==> config.mk <==
export PLATFORM = sky130hd
export DESIGN_NAME = adapter_bringup_seq
export DESIGN_NICKNAME = d
export VERILOG_FILES = /design/src/rtl/abs_pkg.sv /design/src/rtl/tick_divider.sv /design/src/rtl/hold_timer.sv /design/src/rtl/bringup_fsm.sv /design/src/rtl/adapter_bringup_seq.sv
export SDC_FILE = /design/constraint.sdc
export NUM_CORES = 1
export LEC_CHECK = 0
export ABC_AREA = 1
export BUFFER_PORTS_ARGS = -buffer_cell sky130_fd_sc_hd__buf_2
export CAP_MARGIN = 0
export CORE_MARGIN = 5
export CORE_UTILIZATION = 54
export DETAILED_ROUTE_END_ITERATION = 10
export PLACE_DENSITY_LB_ADDON = 0.2
export SLEW_MARGIN = 20
export SYNTH_ARGS = -nofsm -noshare
export SYNTH_HDL_FRONTEND = slang
export SYNTH_HIERARCHICAL = 1
export SYNTH_SLANG_ARGS = --single-unit
==> constraint.sdc <==
create_clock -name clk -period 1.9 [get_ports clk]
set_input_delay 0.285 -clock clk [delete_from_list [all_inputs] [get_ports clk]]
set_output_delay 0.285 -clock clk [all_outputs]
set_load 0.02 [all_outputs]
==> src/rtl/abs_pkg.sv <==
package abs_pkg;

  typedef enum logic [3:0] {
    S_IDLE,
    S_EN_WAIT,
    S_OP_CLR,
    S_OP_HOLD,
    S_REL_HOST,
    S_REL_FIFO,
    S_IRQ_WR,
    S_THR_WR
  } seq_state_t;

  typedef enum logic [1:0] {
    RQ_NONE,
    RQ_CLOSE,
    RQ_OPEN,
    RQ_EN
  } req_kind_t;

  // Fixed priority: close over open over enable-only.
  function automatic req_kind_t pick_req(input logic open_r, input logic close_r,
                                         input logic en_r);
    if (close_r)     return RQ_CLOSE;
    else if (open_r) return RQ_OPEN;
    else if (en_r)   return RQ_EN;
    else             return RQ_NONE;
  endfunction

  function automatic int cnt_width(input int n);
    return (n > 1) ? $clog2(n) : 1;
  endfunction

endpackage

==> src/rtl/tick_divider.sv <==
module tick_divider #(
  parameter int TICK_DIV = 1
) (
  input  logic clk,
  input  logic rst_n,
  input  logic clr,
  input  logic tick,
  output logic unit_pulse
);
  import abs_pkg::*;
  localparam int W = cnt_width(TICK_DIV);
  localparam logic [W-1:0] LAST = W'(TICK_DIV - 1);

  logic [W-1:0] cnt_q;

  assign unit_pulse = tick && (cnt_q == LAST);

  always_ff @(posedge clk or negedge rst_n) begin
    if (!rst_n)        cnt_q <= '0;
    else if (clr)      cnt_q <= '0;
    else if (tick)     cnt_q <= (cnt_q == LAST) ? '0 : cnt_q + 1'b1;
  end
endmodule

==> src/rtl/hold_timer.sv <==
module hold_timer #(
  parameter int HOLD_UNITS = 100
) (
  input  logic clk,
  input  logic rst_n,
  input  logic clr,
  input  logic run,
  input  logic unit_pulse,
  output logic expire
);
  import abs_pkg::*;
  localparam int W = cnt_width(HOLD_UNITS);
  localparam logic [W-1:0] LAST = W'(HOLD_UNITS - 1);

  logic [W-1:0] cnt_q;

  assign expire = run && unit_pulse && (cnt_q == LAST);

  always_ff @(posedge clk or negedge rst_n) begin
    if (!rst_n)                 cnt_q <= '0;
    else if (clr)               cnt_q <= '0;
    else if (run && unit_pulse && cnt_q != LAST) cnt_q <= cnt_q + 1'b1;
  end
endmodule

==> src/rtl/bringup_fsm.sv <==
module bringup_fsm #(
  parameter int THR_W      = 8,
  parameter int THRESH_VAL = 30
) (
  input  logic             clk,
  input  logic             rst_n,
  input  logic             open_req,
  input  logic             close_req,
  input  logic             enable_req,
  input  logic             expire,
  output logic             tmr_run,
  output logic             close_acc,
  output logic             core_nres,
  output logic             host_nres,
  output logic             fifo_nres,
  output logic             irq_sys_en,
  output logic             irq_err_en,
  output logic [THR_W-1:0] fifo_thresh,
  output logic             busy,
  output logic             done
);
  import abs_pkg::*;

  seq_state_t state_q;
  req_kind_t  req_sel;

  assign req_sel   = pick_req(open_req, close_req, enable_req);
  assign tmr_run   = (state_q == S_EN_WAIT) || (state_q == S_OP_HOLD);
  assign close_acc = (state_q == S_IDLE) && (req_sel == RQ_CLOSE);

  always_ff @(posedge clk or negedge rst_n) begin
    if (!rst_n) begin
      state_q     <= S_IDLE;
      core_nres   <= 1'b0;
      host_nres   <= 1'b0;
      fifo_nres   <= 1'b0;
      irq_sys_en  <= 1'b0;
      irq_err_en  <= 1'b0;
      fifo_thresh <= '0;
      busy        <= 1'b0;
      done        <= 1'b0;
    end else begin
      done <= 1'b0;
      unique case (state_q)
        S_IDLE: begin
          unique case (req_sel)
            RQ_CLOSE: begin
              core_nres <= 1'b0;
              host_nres <= 1'b0;
              fifo_nres <= 1'b0;
              done      <= 1'b1;
            end
            RQ_OPEN: begin
              core_nres <= 1'b1;
              busy      <= 1'b1;
              state_q   <= S_OP_CLR;
            end
            RQ_EN: begin
              core_nres <= 1'b1;
              busy      <= 1'b1;
              state_q   <= S_EN_WAIT;
            end
            default: ;
          endcase
        end
        S_EN_WAIT: if (expire) begin
          busy    <= 1'b0;
          done    <= 1'b1;
          state_q <= S_IDLE;
        end
        S_OP_CLR: begin
          core_nres <= 1'b0;
          host_nres <= 1'b0;
          fifo_nres <= 1'b0;
          state_q   <= S_OP_HOLD;
        end
        S_OP_HOLD: if (expire) begin
          core_nres <= 1'b1;
          state_q   <= S_REL_HOST;
        end
        S_REL_HOST: begin
          host_nres <= 1'b1;
          state_q   <= S_REL_FIFO;
        end
        S_REL_FIFO: begin
          fifo_nres <= 1'b1;
          state_q   <= S_IRQ_WR;
        end
        S_IRQ_WR: begin
          irq_sys_en <= 1'b1;
          irq_err_en <= 1'b1;
          state_q    <= S_THR_WR;
        end
        S_THR_WR: begin
          fifo_thresh <= THR_W'(THRESH_VAL);
          busy        <= 1'b0;
          done        <= 1'b1;
          state_q     <= S_IDLE;
        end
        default: state_q <= S_IDLE;
      endcase
    end
  end

  // an accepted close drops every reset control at the next edge
  p_close_zero_r8: assert property (@(posedge clk) disable iff (!rst_n)
    close_acc |=> (!core_nres && !host_nres && !fifo_nres && done));

  // while a sequence runs, a close request does not cut it short
  p_ignore_busy_r9: assert property (@(posedge clk) disable iff (!rst_n)
    (state_q == S_REL_HOST && close_req) |=> host_nres);

endmodule

==> src/rtl/adapter_bringup_seq.sv <==
module adapter_bringup_seq #(
  parameter int TICK_DIV   = 1,
  parameter int HOLD_UNITS = 100,
  parameter int THRESH_VAL = 30
) (
  input  logic       clk,
  input  logic       rst_n,
  input  logic       us_tick,
  input  logic       open_req,
  input  logic       close_req,
  input  logic       enable_req,
  output logic       core_nres,
  output logic       host_nres,
  output logic       fifo_nres,
  output logic       irq_sys_en,
  output logic       irq_err_en,
  output logic [7:0] fifo_thresh,
  output logic       busy,
  output logic       done
);
  localparam int THR_W = 8;

  logic unit_pulse;
  logic hold_expire;
  logic tmr_run;
  logic tmr_clr;
  logic close_acc;

  assign tmr_clr = !tmr_run;

  tick_divider #(.TICK_DIV(TICK_DIV)) u_div (
    .clk(clk), .rst_n(rst_n), .clr(tmr_clr), .tick(us_tick),
    .unit_pulse(unit_pulse)
  );

  hold_timer #(.HOLD_UNITS(HOLD_UNITS)) u_hold (
    .clk(clk), .rst_n(rst_n), .clr(tmr_clr), .run(tmr_run),
    .unit_pulse(unit_pulse), .expire(hold_expire)
  );

  bringup_fsm #(.THR_W(THR_W), .THRESH_VAL(THRESH_VAL)) u_fsm (
    .clk(clk), .rst_n(rst_n),
    .open_req(open_req), .close_req(close_req), .enable_req(enable_req),
    .expire(hold_expire), .tmr_run(tmr_run), .close_acc(close_acc),
    .core_nres(core_nres), .host_nres(host_nres), .fifo_nres(fifo_nres),
    .irq_sys_en(irq_sys_en), .irq_err_en(irq_err_en),
    .fifo_thresh(fifo_thresh), .busy(busy), .done(done)
  );

  // host interface is released only with the core already out of reset
  p_host_after_core_r5: assert property (@(posedge clk) disable iff (!rst_n)
    $rose(host_nres) |-> core_nres);

  // FIFO is released last
  p_fifo_last_r5: assert property (@(posedge clk) disable iff (!rst_n)
    $rose(fifo_nres) |-> (core_nres && host_nres));

  // never two release edges in one cycle
  p_one_edge_r5: assert property (@(posedge clk) disable iff (!rst_n)
    $countones({$rose(core_nres), $rose(host_nres), $rose(fifo_nres)}) <= 1);

  // interrupt pair is set right after the FIFO release
  p_irq_after_fifo_r6: assert property (@(posedge clk) disable iff (!rst_n)
    $rose(fifo_nres) |=> (irq_sys_en && irq_err_en));

  // threshold changes only once interrupts are on, together with done
  p_thr_last_r7: assert property (@(posedge clk) disable iff (!rst_n)
    !$stable(fifo_thresh) |-> (irq_sys_en && irq_err_en && done));

  // busy ends only with done, and they never overlap
  p_busy_end_r11: assert property (@(posedge clk) disable iff (!rst_n)
    $fell(busy) |-> done);
  p_done_not_busy_r11: assert property (@(posedge clk) disable iff (!rst_n)
    done |-> !busy);

  // a wait never ends on a cycle without a tick
  p_tick_gate_r12: assert property (@(posedge clk) disable iff (!rst_n)
    hold_expire |-> us_tick);

endmodule

==> run metrics, run 1 <==
vias in the first global route 877; FMAX 0.628 GHz; Clock Latency Late Sink 0.29 ns; class of the worst hold path primary input to flip-flop; Via density 4.85; Critical Path End Type flip-flop; commonest cells after routing, fill and taps aside nand2_1, nand3_1, dfrtp_1, buf_2; layout net count 173; hold path depth 3; fraction of power spent switching nets 49.3%; hpwl dp 1.61 mm; Seq pwr share 35.9%; Final Cycle Share 83.9%; DR DRC count 0; Worst-path clk slew 0.10 ns; post-cts sizing count 0; first-pass GRT wire length 3.68 mm; Total Power 1.64 mW; Synth warnings 6; number of diodes 0; R2R cell count 10; initial antenna violation count 0; io pins 21; # rows 16; Syn Inst Count 152; WL/cell 10.7 µm; hold path endpoint u_fsm/done$_DFF_PN0_; die area 0.00304 mm²; worst r2r dst u_fsm/core_nres$_DFFE_PN0P_; TNS Setup 0 ns; GRT overflow 0; Largest stage delay, worst path 0.41 ns; gr usage total 17.1%; RD Place Congestion 0.848; dpl cells 187; Crit-path slowest cell dfrtp_1; combinational share of power 52.4%; post-synthesis average cell area 7.25 µm²; most common cell after layout, fill and taps aside nand2_1; Crit path buffers/inverters 2; min setup slack post-route 0.307 ns; drt pass-1 iters 4; family with the most delay on the worst path simple AND/OR/NAND/NOR gates; final hold vios 0; Layout Skew 0.00164 ns; Root Driver clkbuf_4; Port Buf Inserts 16; H-tree depth 1; Finished Cell Area 0.00117 mm²; CP Class flip-flop to flip-flop; P_int 0.833 mW; maximum root-to-sink buffer count 2; endpoints failing setup 0; Post-Layout Cell Count 192; Lkg Pwr 0.639 nW; area grow syn2layout 6.47%; dpl ws 0.344 ns; total clock sinks 17; CP arrival 1.78 ns; ratio of cells with drive above 1 in the final layout 22.4%; Crit path required time 2.09 ns; nature of the critical path startpoint flip-flop; largest net degree at the start of global routing 18; setup slack, reg-to-reg 0.31 ns; RSZ-0062 raised after global routing false; cts bufs inserted 3; clock network fraction of design power 11.8%; min-delay src close_req; VDD IR max 0.842 mV; DR vias 932; Max-cap violations 0; final max-slew violation count 0; status complete, no violations; core area 0.00196 mm²; starting density of the core 56.2%; Placed Area 0.00114 mm²; Reg2Reg Launch Point u_hold/cnt_q[0]$_DFFE_PN0P_; CTS tree built; most used cell, CP nand2_1; critical-path cell list ha_1, nand2_1, inv_2, nand3_2, nor2_1, inv_1, a21oi_2, nand2_1, nand2_1, nand2_1; Synth Cell Area 0.00110 mm²; switching power 0.809 mW; die height 55.2 µm; ANT nets after route 0; critical path peak fanout 6; First DRT Iteration DRCs 20; minimum clock period 1.59 ns; PwrDens 1400 mW/mm²; Die W 55.2 µm; final wirelength 2.05 mm; fillers 206
final cells by class:
class,count,area (µm²),share of cell area (%)
inverter,19,71.3,6.08
tap,27,33.8,2.88
timing repair buffer,17,90.1,7.68
sequential,17,425,36.2
multi-input combinational,108,527,44.9
clock buffer,4,26.3,2.24
repair_timing:
item	in CTS	in global routing
hold endpoints to repair	17	0
buffers inserted	0	0
hold buffers	1	0
endpoints found under the setup margin	0	0
registers in the layout (all words and copies together), names as in the netlist:
| register | flops |
|---|---|
| u_hold/cnt_q | 7 |
| u_fsm/state_q | 3 |
| u_fsm/busy | 1 |
| u_fsm/core_nres | 1 |
| u_fsm/done | 1 |
| u_fsm/fifo_nres | 1 |
| u_fsm/fifo_thresh | 1 |
| u_fsm/host_nres | 1 |
| u_fsm/irq_err_en | 1 |
through the flow:
step	hold slack (ns)	utilization, %
2_1_floorplan	-0.0106	-
3_3_place_gp	0.226	58.0
3_5_place_dp	0.234	58.0
4_1_cts	0.267	59.8
5_1_grt	0.304	59.8
6_report	0.278	59.8
power groups by stage:
stage               sequential, mW  combinational, mW  clock [mW]
floorplan                    0.600              0.703           0
global placement             0.593              0.846           0
detailed placement           0.596              0.856           0
CTS                          0.587              0.862       0.203
global route                 0.613              0.996       0.219
finish                       0.589              0.860       0.193
worst max-delay path by stage:
stage                                startpoint                           to  slack (ns)  cells after the start
floorplan           u_hold/cnt_q[0]$_DFFE_PN0P_  u_fsm/core_nres$_DFFE_PN0P_        0.47                     10
global placement    u_hold/cnt_q[0]$_DFFE_PN0P_  u_fsm/core_nres$_DFFE_PN0P_        0.39                     10
detailed placement  u_hold/cnt_q[0]$_DFFE_PN0P_  u_fsm/core_nres$_DFFE_PN0P_        0.34                     10
CTS                 u_hold/cnt_q[0]$_DFFE_PN0P_  u_fsm/core_nres$_DFFE_PN0P_        0.33                     10
global route        u_hold/cnt_q[0]$_DFFE_PN0P_  u_fsm/core_nres$_DFFE_PN0P_        0.11                     10
finish              u_hold/cnt_q[0]$_DFFE_PN0P_  u_fsm/core_nres$_DFFE_PN0P_        0.31                     10
metal layers:
layer / up-vias / track usage [%] / wire length, µm
met5: - / 0 / 0
met4: 0 / 7.29 / 34
met3: 4 / 2.41 / 143
met2: 27 / 28.9 / 898
met1: 414 / 21.5 / 971
li1: 487 / - / -
tightest hold or removal path, delay by kind of cell:
kind,cells,cell delay (ns)
simple gates,2,0.12
buf+inv,1,0.13
Note: power is estimated with default switching activity, not from simulation.
==> run 2, diff against run 1 <==
Clock period 1.9 ns to 1.5 ns, I/O delays scaled along.
==> run 2 against run 1 <==
First-iteration DRC count rose by 15%. Clock skew rose by 0.011 ns. Non-clock buffer count rose by 4. Register-to-register slack got worse by 0.20 ns. Maximum frequency rose by 14%. Global-route usage fell by 0.27 points. Combinational power rose by 44%. Worst hold slack got worse by 0.053 ns. Core utilization rose by 3.5 points. Count of clock-buffer cells in the layout fell by 1. Die area did not move. Critical endpoint unchanged. Largest cell class unchanged.
==> run metrics, run 2 (same netlist as run 1, synthesis figures left out) <==
layout net count 177 (+2.3%); area grow syn2layout 12.7%; area of the multi-input gates 564 µm² (+7.1%); Crit path required time 1.68 ns (-0.41 ns); WL/cell 11.2 µm (+4.6%); minimum clock period 1.39 ns (-0.199 ns); Die W 55.2 µm (unchanged); CP arrival 1.57 ns (-0.21 ns); min setup slack post-route 0.106 ns (-0.201 ns); setup slack, reg-to-reg 0.11 ns (-0.20 ns); # rows 16 (unchanged); Largest stage delay, worst path 0.45 ns (+0.04 ns); DR vias 948 (+1.7%); Layout Skew 0.0126 ns (+0.0109 ns); Final Cycle Share 93.0% (+9.1 points); Worst-path clk slew 0.11 ns (about the same); number of diodes 0 (unchanged); starting density of the core 56.2% (unchanged); cts bufs inserted 3 (unchanged); maximum root-to-sink buffer count 2 (unchanged); gr usage total 16.8% (-0.27 points); Util after Layout 63.3% (+3.5 points); total clock sinks 17 (unchanged); critical path peak fanout 5 (-1); most used cell, CP nand2_1; DR DRC count 0 (unchanged); Top Registers u_hold/cnt_q: 7 flops, u_fsm/state_q: 3 flops; ratio of cells with drive above 1 in the final layout 27.8% (+5.4 points); vias in the first global route 891 (+1.6%); core area 0.00196 mm² (unchanged); initial antenna violation count 0 (unchanged); Lkg Pwr 0.662 nW (+3.6%); Hold WS 0.225 ns (-0.0535 ns); FMAX 0.717 GHz (+14%); VDD IR max 1.20 mV (+43%); class of the worst hold path primary input to flip-flop; dpl cells 191 (+2.1%); Biggest register u_hold/cnt_q; Crit-path slowest cell dfrtp_1; critical-path cell list nor2_1, nand3_4, nor2_4, inv_2, a21oi_2, nand2_1, nand2_1, nand2_1; commonest cells after routing, fill and taps aside nand2_1, nand3_1, dfrtp_1, buf_2; First DRT Iteration DRCs 23 (+15%); Sequential Area 425 µm² (unchanged); Via density 4.84 (-0.36%); status complete, no violations; Post-Layout Cell Count 196 (+2.1%); drt pass-1 iters 4 (unchanged); PwrDens 1760 mW/mm² (+26%); CP Class flip-flop to flip-flop; final hold vios 0 (unchanged); io pins 21 (unchanged); Clock Latency Late Sink 0.29 ns (about the same); final max-slew violation count 0 (unchanged); ANT nets after route 0 (unchanged); nature of the critical path startpoint flip-flop; Root Driver clkbuf_4; endpoints failing setup 0 (unchanged); Port Buf Inserts 16 (unchanged); max reg flops 7 (unchanged); Critical Path End Type flip-flop; most common cell after layout, fill and taps aside nand2_1; RD Place Congestion 0.884 (+4.3%); hold path depth 3 (unchanged); GRT overflow 0 (unchanged); Placed Area 0.00117 mm² (+2.6%); R2R cell count 8 (-2); Max-cap violations 0 (unchanged); die area 0.00304 mm² (unchanged); Post-CTS Setup Bufs 0 (unchanged); largest net degree at the start of global routing 18 (unchanged); die height 55.2 µm (unchanged); fillers 197 (-4.4%); first-pass GRT wire length 3.66 mm (-0.38%); hpwl dp 1.65 mm (+2.3%); CTS tree built; H-tree depth 1 (unchanged); Finished Cell Area 0.00124 mm² (+5.9%); final wirelength 2.19 mm (+6.8%); dpl ws 0.0569 ns (-0.287 ns)
[run 2: through the flow]
stage | total power, mW | TNS, ns
2_1_floorplan | 1.65 | 0
3_3_place_gp | 1.88 | 0
3_5_place_dp | 1.89 | 0
4_1_cts | 2.15 | 0
5_1_grt | 2.41 | -0.0131
6_report | 2.18 | 0
[run 2: critical path: cells and delay by family (launching register included)]
family | cells | cell delay (ns)
and+or+nand+nor | 6 | 0.62
DFF | 1 | 0.45
buffers and inverters | 1 | 0.07
AOI/OAI and AO/OA | 1 | 0.13
[run 2: final cells by class]
type,count,share of cell area [%]
inverter,19,5.74
clock inverter,1,0.403
sequential,17,34.2
multi-input combinational,108,45.4
tap,27,2.72
timing repair buffer,21,9.67
clock buffer,3,1.81
[run 2: worst paths after layout]
kind                                              from                     endpoint
setup / recovery           u_hold/cnt_q[3]$_DFFE_PN0P_  u_fsm/core_nres$_DFFE_PN0P_
hold / removal                               close_req         u_fsm/done$_DFF_PN0_
setup reg to reg           u_hold/cnt_q[3]$_DFFE_PN0P_  u_fsm/core_nres$_DFFE_PN0P_
max in group asynchronous                        rst_n  u_hold/cnt_q[6]$_DFFE_PN0P_
min in group asynchronous                        rst_n  u_fsm/host_nres$_DFFE_PN0P_
hold reg to reg                 u_fsm/busy$_DFFE_PN0P_       u_fsm/busy$_DFFE_PN0P_
[run 2: timing repair]
| action | CTS | global route |
|---|---|---|
| resized for setup | 0 | 9 |
| hold buffers | 1 | 0 |
| endpoints found under the hold margin | 17 | 0 |
| endpoints found under the setup margin | 0 | 5 |
[run 2: power breakdown]
| group | leakage [nW] | internal (mW) | switching (mW) |
|---|---|---|---|
| Sequential | 0.217 | 0.594 | 0.104 |
| Combinational | 0.427 | 0.423 | 0.820 |
| Clock | 0.0177 | 0.0990 | 0.144 |
| Total | 0.662 | 1.12 | 1.07 |
[run 2: metal layers]
metal | up-vias | wire [µm] | GRT usage, %
met5 | - | 0 | 0
met4 | 0 | 7 | 6.48
met3 | 2 | 119 | 3.22
met2 | 23 | 998 | 27.2
met1 | 425 | 1060 | 22.1
li1 | 498 | - | -
==> run 3, diff against run 2 <==
Settings changed: ABC_AREA 1 to unset, CORE_UTILIZATION 54 to 52, SYNTH_HIERARCHICAL 1 to unset.
==> run 3 against run 2 <==
Sequential power is 8.0% higher. Largest cell class unchanged. Global-route usage hardly changed. Synthesized cell count is 33% lower. Combinational power is 49% lower. First-iteration DRC count is 57% higher. Highest routed layer unchanged. Sequential share of layout area is 5.6 points higher. Worst setup slack worse by 0.0095 ns.
==> run metrics, run 3 <==
status complete, no violations; critical path peak fanout 7 (+2); DR vias 782 (-18%); number of diodes 0 (unchanged); Root Driver clkbuf_4; maximum root-to-sink buffer count 2 (unchanged); cts bufs inserted 3 (unchanged); ratio of cells with drive above 1 in the final layout 24.6% (-3.2 points); vias in the first global route 739 (-17%); most frequent cell after synthesis dfrtp_1; dpl cells 137 (-28%); Yosys cell types 38; RD Place Congestion 0.760 (-14%); top cell type by total area after synthesis dfrtp_1; commonest cells after routing, fill and taps aside buf_2, dfrtp_1, nand2_1, o21ai_0; Top Registers u_hold.cnt_q: 7 flops, u_fsm.state_q: 3 flops; max reg flops 7 (unchanged); RSZ-0062 raised after global routing false; TNS Setup 0 ns (unchanged); First DRT Iteration DRCs 36 (+57%); FMAX 0.712 GHz (-0.67%); CTS tree built; GRT overflow 0 (unchanged); gr usage total 16.8% (+0.028 points); Clock Latency Late Sink 0.29 ns (about the same); Port Buf Inserts 16 (unchanged); Seq cells post-synth 17; final max-slew violation count 0 (unchanged); Synth top area share 44.8%; Via density 5.47 (+13%); class of the worst hold path primary input to flip-flop; area grow syn2layout 12.6% (about the same); Crit path required time 1.72 ns (+0.04 ns); Post-Layout Cell Count 143 (-27%); Placed Area 0.00102 mm² (-13%); total clock sinks 17 (unchanged); CP Class flip-flop to flip-flop; io pins 21 (unchanged); # rows 15 (-1); VDD IR max 0.783 mV (-35%); Lkg Pwr 0.500 nW (-25%); initial antenna violation count 0 (unchanged); nature of the critical path startpoint flip-flop; Synth Flop Type dfrtp_1; post-synthesis average cell area 9.31 µm² (+28%); largest net degree at the start of global routing 18 (unchanged); hpwl dp 1.44 mm (-13%); final wirelength 2.02 mm (-7.7%); Layout Skew 0.00143 ns (-0.0111 ns); Finished Cell Area 0.00107 mm² (-14%); Synth Cell Area 950 µm² (-14%); Critical Path End Type flip-flop; PwrDens 1530 mW/mm² (-13%); layout net count 126 (-29%); WL/cell 14.1 µm (+26%); DR DRC count 0 (unchanged); Biggest register u_hold.cnt_q; top cells by area, synth dfrtp_1, buf_4, nand2_1, o21ai_0, nand2b_1; Synth warnings 0 (-6); first-pass GRT wire length 3.45 mm (-5.8%); register area share after synthesis 44.8%; Final Cycle Share 93.6% (+0.63 points); core area 0.00173 mm² (-12%); minimum clock period 1.40 ns (+0.00945 ns); Worst-path clk slew 0.10 ns (about the same); Post-synth EDFFs 0; Die W 52.7 µm (-4.4%); Total Power 1.63 mW (-25%); H-tree depth 1 (unchanged); top cells by count, synth dfrtp_1, nand2_1, buf_4; drt pass-1 iters 4 (unchanged); Syn Inst Count 102 (-33%); endpoints failing setup 0 (unchanged); Max-cap violations 0 (unchanged); ANT nets after route 0 (unchanged); die area 0.00278 mm² (-8.7%); Async S/R FF share, synth 100%; final hold vios 0 (unchanged); die height 52.7 µm (-4.4%); starting density of the core 55.0% (-1.2 points); CP arrival 1.63 ns (+0.06 ns)
==> run 3: stage by stage <==
stage                     util [%]  setup WS (ns)  hold slack (ns)
after detailed placement      59.1         0.0566            0.161
final                         62.0         0.0961            0.245
after floorplan                  -         0.0623          -0.0706
after global placement        59.1         0.0931            0.162
after global routing          62.0         0.0163            0.251
after CTS                     61.3         0.0387            0.239
==> run 3: power by group <==
part | internal (mW) | switching (mW)
sequential | 0.591 | 0.163
combinational | 0.287 | 0.350
clock | 0.0992 | 0.144
==> run 3: final timing paths <==
check	start	end	slack, ns	cells past startpoint
max	u_hold.cnt_q[0]$_DFFE_PN0P_	u_fsm.state_q[2]$_DFFE_PN0P_	0.1	4
min reg2reg	u_fsm.irq_sys_en$_DFFE_PN0N_	u_fsm.irq_sys_en$_DFFE_PN0N_	0.50	1
max reg2reg	u_hold.cnt_q[0]$_DFFE_PN0P_	u_fsm.state_q[2]$_DFFE_PN0P_	0.1	4
min	enable_req	u_fsm.state_q[0]$_DFFE_PN0P_	0.24	3
max in group asynchronous	rst_n	u_hold.cnt_q[3]$_DFFE_PN0P_	0.83	2
min in group asynchronous	rst_n	u_fsm.irq_sys_en$_DFFE_PN0N_	0.38	2
==> run 3: worst max-delay path: stages (launching register included) <==
cell and delay (ns):
dfrtp_1 0.37, ha_2 0.21, nand4b_4 0.15, or4_1 0.49
o21ai_1 0.12
==> run 3: logic make-up (layout without fill, tap and decap cells) <==
group,count (synthesis),count (layout),synth area share (%)
AOI/OAI and AO/OA,27,27,18.4
adders and majority gates,1,1,1.32
other,1,4,0.395
DFF,17,17,44.8
buffers and inverters,16,29,9.75
and+or+nand+nor,36,36,21.3
xor gates and xnor gates,2,2,1.84
muxes,2,2,2.11
==> run 3: metal layers <==
metal | vias to the layer above | wire length, µm | part of all wire [%] | GRT usage (%)
li1 | 385 | - | - | -
met1 | 366 | 950 | 47 | 23.6
met2 | 27 | 954 | 47 | 25.2
met3 | 4 | 93 | 4.6 | 2.85
met4 | 0 | 19 | 0.94 | 7.23
met5 | - | 0 | 0 | 0
==> run 3: what timing repair did <==
action                                  4_1_cts  5_1_grt
setup buffers                                 0        1
endpoints found under the hold margin        17        0
resized for setup                             0        2
endpoints found under the setup margin        0        2
hold buffers                                  1        0
==> run 3: area by class of cell <==
type	count	area [µm²]
fill	164	657
timing repair buffer	22	128
tap	25	31.3
sequential	17	427
clock buffer	3	22.5
inverter	3	11.3
multi-input combinational	72	445
clock inverter	1	5.00
